### config.mk
export PLATFORM = sky130hd
export DESIGN_NAME = serial_io_expander
export DESIGN_NICKNAME = d
export VERILOG_FILES = /design/src/rtl/sie_pkg.sv /design/src/rtl/sie_regs.sv /design/src/rtl/sie_seq.sv /design/src/rtl/sie_capture.sv /design/src/rtl/serial_io_expander.sv
export SDC_FILE = /design/constraint.sdc
export NUM_CORES = 2
export LEC_CHECK = 0
export BUFFER_PORTS_ARGS = -buffer_cell sky130_fd_sc_hd__buf_4
export CAP_MARGIN = 20
export CORE_ASPECT_RATIO = 0.9
export CORE_MARGIN = 2
export CORE_UTILIZATION = 63
export DETAILED_ROUTE_END_ITERATION = 8
export GPL_ROUTABILITY_DRIVEN = 0
export PLACE_DENSITY_LB_ADDON = 0.08
export SYNTH_ARGS = -nofsm -noshare
export SYNTH_HDL_FRONTEND = slang
export SYNTH_SLANG_ARGS = --single-unit
### constraint.sdc
create_clock -name clk -period 4.04 [get_ports clk]
set_input_delay 0.606 -clock clk [delete_from_list [all_inputs] [get_ports clk]]
set_output_delay 0.606 -clock clk [all_outputs]
set_load 0.01 [all_outputs]
### src/rtl/sie_pkg.sv
package sie_pkg;
  typedef enum logic [1:0] {
    ST_IDLE  = 2'd0,
    ST_SHIFT = 2'd1,
    ST_LOAD  = 2'd2
  } eng_st_t;

  localparam int unsigned ADDR_W = 6;
  localparam logic [ADDR_W-1:0] A_CTRL = 6'h04;
  localparam logic [ADDR_W-1:0] A_DIV  = 6'h05;
  localparam logic [ADDR_W-1:0] A_ENA  = 6'h06;
  localparam int unsigned SRC_W = 3;
endpackage

### src/rtl/sie_regs.sv
module sie_regs
  import sie_pkg::*;
#(
  parameter int unsigned NP    = 32,
  parameter int unsigned MB    = 4,
  parameter int unsigned DIV_W = 12
) (
  input  logic                          clk,
  input  logic                          rst_n,
  input  logic                          we,
  input  logic [ADDR_W-1:0]             addr,
  input  logic [NP-1:0]                 wdata,
  output logic [$clog2(MB)-1:0]         cfg_nb,
  output logic                          cfg_auto,
  output logic [DIV_W-1:0]              cfg_div,
  output logic [NP-1:0]                 cfg_ena,
  output logic [NP-1:0][MB*SRC_W-1:0]   cfg_src,
  output logic                          kick
);
  localparam int unsigned BIT_W    = $clog2(MB);
  localparam int unsigned PORT_W   = $clog2(NP);
  localparam int unsigned SRC_BITS = MB * SRC_W;

  assign kick = we && (addr == A_CTRL) && wdata[BIT_W+1];

  always_ff @(posedge clk or negedge rst_n) begin
    if (!rst_n) begin
      cfg_nb   <= '0;
      cfg_auto <= 1'b0;
      cfg_div  <= '0;
      cfg_ena  <= '0;
      cfg_src  <= '0;
    end else if (we) begin
      if (addr[ADDR_W-1]) begin
        cfg_src[addr[PORT_W-1:0]] <= wdata[SRC_BITS-1:0];
      end else begin
        case (addr)
          A_CTRL: begin
            cfg_nb   <= wdata[BIT_W-1:0];
            cfg_auto <= wdata[BIT_W];
          end
          A_DIV:  cfg_div <= wdata[DIV_W-1:0];
          A_ENA:  cfg_ena <= wdata;
          default: ;
        endcase
      end
    end
  end
endmodule

### src/rtl/sie_seq.sv
module sie_seq
  import sie_pkg::*;
#(
  parameter int unsigned NP    = 32,
  parameter int unsigned MB    = 4,
  parameter int unsigned DIV_W = 12
) (
  input  logic                          clk,
  input  logic                          rst_n,
  input  logic [$clog2(MB)-1:0]         cfg_nb,
  input  logic                          cfg_auto,
  input  logic [DIV_W-1:0]              cfg_div,
  input  logic [NP-1:0]                 cfg_ena,
  input  logic [NP-1:0][MB*SRC_W-1:0]   cfg_src,
  input  logic                          kick,
  input  logic                          sio_din,
  output logic                          sio_clk,
  output logic                          sio_dout,
  output logic                          sio_load,
  output logic                          frame_start,
  output logic                          smp_we,
  output logic [$clog2(MB)-1:0]         smp_bit,
  output logic [$clog2(NP)-1:0]         smp_port,
  output logic                          smp_val,
  output logic                          commit
);
  localparam int unsigned BIT_W    = $clog2(MB);
  localparam int unsigned PORT_W   = $clog2(NP);
  localparam int unsigned SRC_BITS = MB * SRC_W;
  localparam int unsigned SEL_W    = $clog2(SRC_BITS);

  eng_st_t             st_q;
  logic                go_q;
  logic [DIV_W-1:0]    cnt_q, per_q, per_eff;
  logic [BIT_W-1:0]    nb_q, bit_q;
  logic [NP-1:0]       ena_q;
  logic [PORT_W-1:0]   port_q, first_idx, nxt_idx;
  logic                first_hit, nxt_hit, slot_end;
  logic [SRC_BITS-1:0] cur_word;
  logic [SEL_W-1:0]    sel;

  // Lowest enabled port overall, and lowest latched port above the current one.
  always_comb begin
    first_hit = 1'b0;
    first_idx = '0;
    nxt_hit   = 1'b0;
    nxt_idx   = '0;
    for (int i = NP - 1; i >= 0; i--) begin
      if (cfg_ena[i]) begin
        first_hit = 1'b1;
        first_idx = PORT_W'(i);
      end
      if (ena_q[i] && (i > int'(port_q))) begin
        nxt_hit = 1'b1;
        nxt_idx = PORT_W'(i);
      end
    end
  end

  assign per_eff     = (cfg_div < DIV_W'(2)) ? DIV_W'(2) : cfg_div;
  assign slot_end    = (cnt_q == per_q - DIV_W'(1));
  assign frame_start = ((st_q == ST_IDLE) && (go_q || cfg_auto)) ||
                       ((st_q == ST_LOAD) && slot_end && cfg_auto);

  always_ff @(posedge clk or negedge rst_n) begin
    if (!rst_n) begin
      st_q   <= ST_IDLE;
      go_q   <= 1'b0;
      cnt_q  <= '0;
      per_q  <= DIV_W'(2);
      nb_q   <= '0;
      bit_q  <= '0;
      ena_q  <= '0;
      port_q <= '0;
    end else begin
      go_q <= kick || (go_q && !frame_start);
      if (frame_start) begin
        per_q  <= per_eff;
        nb_q   <= cfg_nb;
        ena_q  <= cfg_ena;
        cnt_q  <= '0;
        bit_q  <= '0;
        port_q <= first_idx;
        st_q   <= first_hit ? ST_SHIFT : ST_LOAD;
      end else begin
        case (st_q)
          ST_SHIFT: begin
            if (slot_end) begin
              cnt_q <= '0;
              if (bit_q != nb_q) begin
                bit_q <= bit_q + BIT_W'(1);
              end else begin
                bit_q <= '0;
                if (nxt_hit) port_q <= nxt_idx;
                else         st_q   <= ST_LOAD;
              end
            end else begin
              cnt_q <= cnt_q + DIV_W'(1);
            end
          end
          ST_LOAD: begin
            if (slot_end) begin
              cnt_q <= '0;
              st_q  <= ST_IDLE;
            end else begin
              cnt_q <= cnt_q + DIV_W'(1);
            end
          end
          default: ;
        endcase
      end
    end
  end

  assign cur_word = cfg_src[port_q];
  assign sel      = SEL_W'(SRC_W) * SEL_W'(bit_q);
  assign sio_clk  = (st_q == ST_SHIFT) && (cnt_q >= (per_q >> 1));
  assign sio_dout = (st_q == ST_SHIFT) && cur_word[sel];
  assign sio_load = (st_q == ST_LOAD);
  assign smp_we   = (st_q == ST_SHIFT) && slot_end;
  assign smp_bit  = bit_q;
  assign smp_port = port_q;
  assign smp_val  = sio_din;
  assign commit   = (st_q == ST_LOAD) && slot_end;

  a_r4_port_enabled: assert property (@(posedge clk) disable iff (!rst_n)
    (st_q == ST_SHIFT) |-> ena_q[port_q]);
  a_r4_bit_in_range: assert property (@(posedge clk) disable iff (!rst_n)
    (st_q == ST_SHIFT) |-> (bit_q <= nb_q));
  a_r3_period_floor: assert property (@(posedge clk) disable iff (!rst_n)
    (st_q != ST_IDLE) |-> (per_q >= DIV_W'(2)));
endmodule

### src/rtl/sie_capture.sv
module sie_capture #(
  parameter int unsigned NP = 32,
  parameter int unsigned MB = 4
) (
  input  logic                          clk,
  input  logic                          rst_n,
  input  logic                          frame_start,
  input  logic                          smp_we,
  input  logic [$clog2(MB)-1:0]         smp_bit,
  input  logic [$clog2(NP)-1:0]         smp_port,
  input  logic                          smp_val,
  input  logic                          commit,
  output logic [MB-1:0][NP-1:0]         in_words
);
  logic [MB-1:0][NP-1:0] shadow;

  always_ff @(posedge clk or negedge rst_n) begin
    if (!rst_n) begin
      shadow   <= '0;
      in_words <= '0;
    end else begin
      if (frame_start)  shadow <= '0;
      else if (smp_we)  shadow[smp_bit][smp_port] <= smp_val;
      if (commit)       in_words <= shadow;
    end
  end

  a_r7_hold_until_commit: assert property (@(posedge clk) disable iff (!rst_n)
    !commit |=> $stable(in_words));
endmodule

### src/rtl/serial_io_expander.sv
module serial_io_expander
  import sie_pkg::*;
#(
  parameter int unsigned NP    = 32,
  parameter int unsigned MB    = 4,
  parameter int unsigned DIV_W = 12
) (
  input  logic              clk,
  input  logic              rst_n,
  input  logic              reg_we,
  input  logic [5:0]        reg_addr,
  input  logic [31:0]       reg_wdata,
  output logic [31:0]       reg_rdata,
  input  logic              sio_din,
  output logic              sio_clk,
  output logic              sio_dout,
  output logic              sio_load
);
  localparam int unsigned BIT_W    = $clog2(MB);
  localparam int unsigned PORT_W   = $clog2(NP);
  localparam int unsigned SRC_BITS = MB * SRC_W;

  logic [BIT_W-1:0]              cfg_nb, smp_bit;
  logic                          cfg_auto, kick, frame_start, smp_we, smp_val, commit;
  logic [DIV_W-1:0]              cfg_div;
  logic [NP-1:0]                 cfg_ena;
  logic [NP-1:0][SRC_BITS-1:0]   cfg_src;
  logic [PORT_W-1:0]             smp_port;
  logic [MB-1:0][NP-1:0]         in_words;

  sie_regs #(.NP(NP), .MB(MB), .DIV_W(DIV_W)) u_regs (
    .clk(clk), .rst_n(rst_n), .we(reg_we), .addr(reg_addr), .wdata(reg_wdata),
    .cfg_nb(cfg_nb), .cfg_auto(cfg_auto), .cfg_div(cfg_div), .cfg_ena(cfg_ena),
    .cfg_src(cfg_src), .kick(kick)
  );

  sie_seq #(.NP(NP), .MB(MB), .DIV_W(DIV_W)) u_seq (
    .clk(clk), .rst_n(rst_n), .cfg_nb(cfg_nb), .cfg_auto(cfg_auto),
    .cfg_div(cfg_div), .cfg_ena(cfg_ena), .cfg_src(cfg_src), .kick(kick),
    .sio_din(sio_din), .sio_clk(sio_clk), .sio_dout(sio_dout), .sio_load(sio_load),
    .frame_start(frame_start), .smp_we(smp_we), .smp_bit(smp_bit),
    .smp_port(smp_port), .smp_val(smp_val), .commit(commit)
  );

  sie_capture #(.NP(NP), .MB(MB)) u_cap (
    .clk(clk), .rst_n(rst_n), .frame_start(frame_start), .smp_we(smp_we),
    .smp_bit(smp_bit), .smp_port(smp_port), .smp_val(smp_val),
    .commit(commit), .in_words(in_words)
  );

  always_comb begin
    reg_rdata = '0;
    if (reg_addr[ADDR_W-1]) begin
      reg_rdata[SRC_BITS-1:0] = cfg_src[reg_addr[PORT_W-1:0]];
    end else if (reg_addr < ADDR_W'(MB)) begin
      reg_rdata = in_words[reg_addr[BIT_W-1:0]];
    end else begin
      case (reg_addr)
        A_CTRL:  reg_rdata[BIT_W:0]   = {cfg_auto, cfg_nb};
        A_DIV:   reg_rdata[DIV_W-1:0] = cfg_div;
        A_ENA:   reg_rdata            = cfg_ena;
        default: reg_rdata            = '0;
      endcase
    end
  end

  a_r6_load_without_clock: assert property (@(posedge clk) disable iff (!rst_n)
    sio_load |-> !sio_clk);
endmodule

**Word-level counts from Yosys, hierarchy flattened**

Cells that the tools add are included.

- Register bits: 755
- Input port bits: 42

- Add/sub/neg operators: 3
- Multiply operators: 1
- $lt $le $gt $ge: 42
- Eq/ne operators: 12
- Mux-type cells: 170
- Bitwise operators: 1
- Reductions and logical operators: 62

Operators with widths:

| kind | count |
|---|---|
| $bwmux 384 | 1 |
| $mux 5 | 68 |
| $mux 128 | 2 |
| $bwmux 128 | 1 |
| $bmux 12 s5 | 2 |
| $mux 12 | 8 |
| $mux 32 | 3 |
| $gt 5x5->1 const A | 16 |
| $mux 1 | 65 |
| $bmux 32 s2 | 1 |
| $demux 32 s2 | 1 |
| $demux 12 s5 | 1 |
| $logic_and 1x1->1 | 43 |
| $gt 4x5->1 const A | 8 |
| $mux 20 | 2 |
| $gt 3x5->1 const A | 4 |
| $mux 2 | 10 |
| $eq 6x3->1 const B | 3 |
| $pmux 9 s2 | 1 |
| $add 12x1->12 const B | 1 |
| $eq 12x12->1 | 1 |
| $ge 12x11->1 | 1 |
| $lt 12x2->1 const B | 1 |
| $lt 5x6->1 const B | 2 |
| 31 further kinds | 45 |

**Depth between registers and ports, before layout**

- Depth in word-level cells: 38
- Mapped depth: 14

**Modules after synthesis**

A second synthesis with hierarchy kept.

- Cells, all modules: 3063
- Area, all modules: 40211.1 um^2

By module, submodules not included:

| module | instances | cells each | area an instance (um^2) | seq. area each (um^2) |
|---|---|---|---|---|
| sie_regs | 1 | 993 | 16276.9 | 10785.3 |
| sie_capture | 1 | 883 | 11319.6 | 6406.1 |
| sie_seq | 1 | 783 | 8003.9 | 1677.9 |
| serial_io_expander | 1 | 404 | 4610.7 | 0.0 |

**Worst setup path after synthesis**

Ideal clock, no wire load.

- Kind: input port to output port
- From: input reg_addr[0]
- To: output reg_rdata[0]
- Data arrival time: 3.020 ns
- Setup slack: 0.414 ns
- Stages on the path: 7
- Cells stage by stage: buf_2 -> buf_2 -> buf_1 -> buf_2 -> mux4_2 -> a222oi_1 -> nand2_1

- Cells in the longest elaborated chain, start to end: 4

RTL lines:

| what | line | source |
|---|---|---|
| start: declaration | serial_io_expander.sv:11 | `input logic [5:0] reg_addr,` |
| parallel branches: the longest is 3 deep, another holds $bmux 12 s5 | n/a |  |
| $mux 12 (*) | serial_io_expander.sv:53 | `if (reg_addr[ADDR_W-1]) begin` |
| end: declaration | serial_io_expander.sv:13 | `output logic [31:0] reg_rdata,` |

Every way passes the cells marked *. The select of a mux whose other input is x is not followed.

**Final worst setup path**

- From: register u_seq.port_q[0], in the netlist u_seq.smp_port[0]
- To: output sio_dout

- Cells in the longest elaborated chain, start to end: 5

RTL lines:

| what | line | source |
|---|---|---|
| start: declaration | sie_seq.sv:37 | `logic [PORT_W-1:0] port_q, first_idx, nxt_idx;` |
| start signal: assignment | sie_seq.sv:83 | `port_q <= first_idx;` |
| start signal: assignment | sie_seq.sv:94 | `if (nxt_hit) port_q <= nxt_idx;` |
| $bmux 12 s5 | sie_seq.sv:115 | `assign cur_word = cfg_src[port_q];` |
| $mux 12 (not written as such) | sie_seq.sv:115 |  |
| $bmux 1 s4 | sie_seq.sv:118 | `assign sio_dout = (st_q == ST_SHIFT) && cur_word[sel];` |
| $mux 1 (not written as such) | sie_seq.sv:118 |  |
| $logic_and 1x1->1 | sie_seq.sv:118 |  |
| end: declaration | serial_io_expander.sv:16 | `output logic sio_dout,` |

No other way between the ends. The select of a mux whose other input is x is not followed.

==> flow_summary.json <==
{
  "wl_per_cell_um": 28.7,
  "finalHoldViolCount": 0,
  "worstMarginPinSlew_ns": 1.14,
  "synth-main-ff-cell": "dfrtp_1",
  "grt_setup_unrepaired": "yes",
  "p_sw_share_pct": 32.7,
  "ir_drop_uv": 412,
  "ys_ff_latch": 754,
  "h-tree-depth": 3,
  "syn_area_um2": 39000,
  "syn_avg_cell_area_um2": 12.3,
  "fin_crit_sh_pct": 108,
  "critical_path.most_common_cell": "mux4_2",
  "status": "finished, violations left",
  "core_um2": 61200,
  "routed-via-count": 28900,
  "via_per_inst": 7.10,
  "grt_usage_pct": 37.3,
  "power.density_nw_per_um2": 574,
  "root_buffer": "clkbuf_16",
  "crit_path_start_kind": "register",
  "slowest_stage": "mux4_2",
  "firstDrtPassIters": 6,
  "hold_class": "input port to asynchronous set/reset pin",
  "finalWorstSetupSlack_ns": -0.333,
  "power_frac_clock_pct": 30.3,
  "clk_pin_slew_ns": 0.06,
  "worst_r2r_endpoint": "u_seq.smp_port[0]$_DFFE_PN0P_",
  "num_rows": 86,
  "drv_slew": 0,
  "p_sw_mw": 8.22,
  "fin_cells": 4065,
  "cts_tree": "built",
  "final_common_cell": "dfrtp_1",
  "chipHeight_um": 240,
  "setup_viol": 1,
  "ioPinCount": 77,
  "clk_latency_ns": 0.65,
  "r2r-start": "u_seq.per_q[1]$_DFFE_PN1N_",
  "die_x_um": 266,
  "grt_pass1_vias": 28900,
  "crit_chain": "buf_12 -> buf_16 -> mux4_2 -> a22oi_1 -> nand2_1 -> a22oi_2 -> o221ai_1 -> mux4_2 -> a21oi_4 -> nor2_1 -> buf_4",
  "crit_path_max_fanout": 7,
  "reg2reg_depth": 9,
  "grt_pass1_wl_mm": 179,
  "violations": "setup timing",
  "drtAntennaViolNets": 0,
  "intPower_mw": 16.9,
  "drive_gt1_share_pct": 36.8,
  "utilization_pct": 71.6,
  "dieArea_um2": 63900,
  "netlist-cell-type-count": 68,
  "min_period_ns": 4.37,
  "synth-async-reset-ratio_pct": 100,
  "power_frac_comb_pct": 29.2,
  "cap_viol_max_count": 0,
  "p_leak_nw": 19.1,
  "drc": 0,
  "portBuffers": 76,
  "diodes": 0,
  "arrival_ns": 3.77,
  "antenna_found_initial": 3,
  "seq_power_share_pct": 40.6,
  "overflow": 0,
  "clk_path_buf_depth": 3,
  "synth_cells": 3181,
  "max_stage_delay_ns": 0.57,
  "crit_type": "register to output pin",
  "dpl.hpwl_mm": 75.5,
  "required_ns": 3.43,
  "dp.cells": 3918,
  "holdWs_ns": 0.0530,
  "final_area_um2": 43900,
  "end_kind": "output pin",
  "nets": 3274,
  "placed_cell_area_um2": 40900,
  "ctsHoldBuffers": 0,
  "drt_iter0_drc": 3632,
  "grt_max_degree": 133,
  "area.growth.synth_to_final_pct": 12.5,
  "syn_nets": 3243,
  "yosysSeqAreaShare_pct": 48.4,
  "relSlewSlack_pct": 23.8,
  "ff2ff_setup_slack_ns": 0.46,
  "final_cell_mix": "dfrtp_1, mux2_2, nand2_1, mux4_2, buf_4",
  "cts_sinks": 754,
  "drt_wl_total_mm": 117,
  "synth_edf_count": 0,
  "fillers": 4140,
  "cts_buffers": 78,
  "finalClockSkew_ns": 0.0241,
  "max_freq_mhz": 229,
  "synth_warnings": 0,
  "start_util_pct": 63.7
}
==> sequential cells by signal (all words and copies together) (netlist names) <==
| name | cells |
|---|---|
| u_seq.ena_q | 31 |
| u_regs.cfg_ena | 32 |
| u_regs.cfg_auto | 1 |
| u_seq.smp_port | 5 |
| u_seq.cnt_q | 12 |
| u_cap.in_words | 128 |
| u_regs.cfg_div | 12 |
| u_regs.cfg_src | 384 |
| u_seq.per_q | 12 |
| u_seq.smp_bit | 2 |
| u_regs.cfg_nb | 2 |
| u_seq.nb_q | 2 |
| u_cap.shadow | 128 |
| u_seq.st_q | 2 |
| u_seq.go_q | 1 |
==> power groups by stage <==
stage / Clock [mW] / Combinational [mW] / Sequential (mW)
3_3_place_gp: 0 / 6.65 / 10.2
2_1_floorplan: 0 / 4.90 / 9.79
5_1_grt: 7.99 / 7.86 / 10.4
6_report: 7.62 / 7.33 / 10.2
4_1_cts: 7.67 / 7.15 / 10.2
3_5_place_dp: 0 / 6.88 / 10.3
==> cell usage after synthesis (all sizes together), types with 4 or more instances <==
| cell type | instances | share of area (%) |
|---|---|---|
| a31o | 5 | 0.11 |
| mux4 | 236 | 14 |
| nand3b | 5 | 0.096 |
| o221ai | 6 | 0.13 |
| and3 | 13 | 0.21 |
| nor3 | 30 | 0.39 |
| o31ai | 8 | 0.17 |
| a21o | 6 | 0.12 |
| or3 | 7 | 0.11 |
| inv | 39 | 0.38 |
| a21oi | 166 | 2.1 |
| nand2b | 18 | 0.29 |
| nor3b | 4 | 0.077 |
| clkbuf | 210 | 2.0 |
| nor4 | 16 | 0.27 |
| o211ai | 12 | 0.23 |
| xor2 | 5 | 0.11 |
| nand4b | 4 | 0.090 |
| a221oi | 20 | 0.45 |
| nand3 | 154 | 2.0 |
| nor2b | 14 | 0.22 |
| mux2 | 567 | 16 |
| ha | 20 | 0.64 |
| a21boi | 4 | 0.077 |
| buf | 75 | 0.94 |
| xnor2 | 9 | 0.20 |
| o21ai | 188 | 2.4 |
| dfrtp | 753 | 48 |
| a211oi | 14 | 0.27 |
| a22o | 43 | 0.97 |
| and4 | 5 | 0.11 |
| a31oi | 26 | 0.42 |
| a22oi | 45 | 0.87 |
| nand2 | 294 | 2.8 |
| mux2i | 8 | 0.21 |
| nor2 | 92 | 0.89 |
| or2 | 5 | 0.080 |
| and2 | 7 | 0.11 |
| nand4 | 9 | 0.14 |
==> worst max-delay path by stage <==
stage | slack [ns] | endpoint | startpoint | cells past startpoint
final | -0.33 | sio_dout | u_seq.smp_port[0]$_DFFE_PN0P_ | 11
after global routing | -0.37 | sio_dout | u_seq.smp_port[0]$_DFFE_PN0P_ | 13
after CTS | -0.25 | sio_dout | u_seq.smp_port[0]$_DFFE_PN0P_ | 12
after detailed placement | 0.03 | sio_dout | u_seq.smp_port[0]$_DFFE_PN0P_ | 10
after global placement | 0.03 | sio_dout | u_seq.smp_port[0]$_DFFE_PN0P_ | 11
after floorplan | 0.41 | reg_rdata[0] | reg_addr[0] | 7
==> what timing repair did <==
action                                  in CTS  in global routing
buffers inserted                             5                  0
pin swaps                                    6                  9
endpoints found under the setup margin       1                  1
cloned                                       2                  0
gates resized for setup                     14                 15
==> per-layer routing <==
metal  vias up  GRT usage [%]  share of wire [%]
met2      1656           53.1                 44
met5         -              0              0.027
met1     15000           54.9                 41
li1      11900              -                  -
met4         4           13.9                3.5
met3       292           10.5                 11
==> area by class of cell <==
class	instances	area (µm²)	share of cell area, %
clock inverter	33	464	1.06
inverter	39	146	0.334
sequential	754	18900	43.0
multi-input combinational	2103	19000	43.3
timing repair buffer	236	2190	5.00
clock buffer	108	2220	5.06
tap	792	991	2.26
==> critical path, delay by kind of cell (launching register included) <==
| family | cells | cell delay [ns] |
|---|---|---|
| compound gates | 4 | 0.95 |
| buf+inv | 3 | 0.44 |
| flops | 1 | 0.43 |
| mux | 2 | 1.06 |
| simple gates | 2 | 0.25 |
==> cell families (layout without fill, tap and decap cells) <==
group                    after synthesis  after routing  share of synthesized area, %
flip-flops                           754            754                          48.4
AO/OA/AOI/OAI                        574            574                          9.04
buffers and inverters                324            416                          3.33
adder cells (fa/ha/maj)               20             20                         0.642
XOR/XNOR                              14             14                         0.315
multiplexers                         811            811                          30.2
AND/OR/NAND/NOR                      684            684                          8.06
==> metrics by stage <==
stage	setup TNS (ns)	power, mW	worst slack [ns]
final	-0.333	25.2	-0.333
after detailed placement	0	17.2	0.0342
after floorplan	0	14.7	0.414
after global placement	0	16.8	0.0346
after global routing	-0.366	26.2	-0.366
after CTS	-0.251	25.0	-0.251
Note: power is estimated with default switching activity, not from simulation.
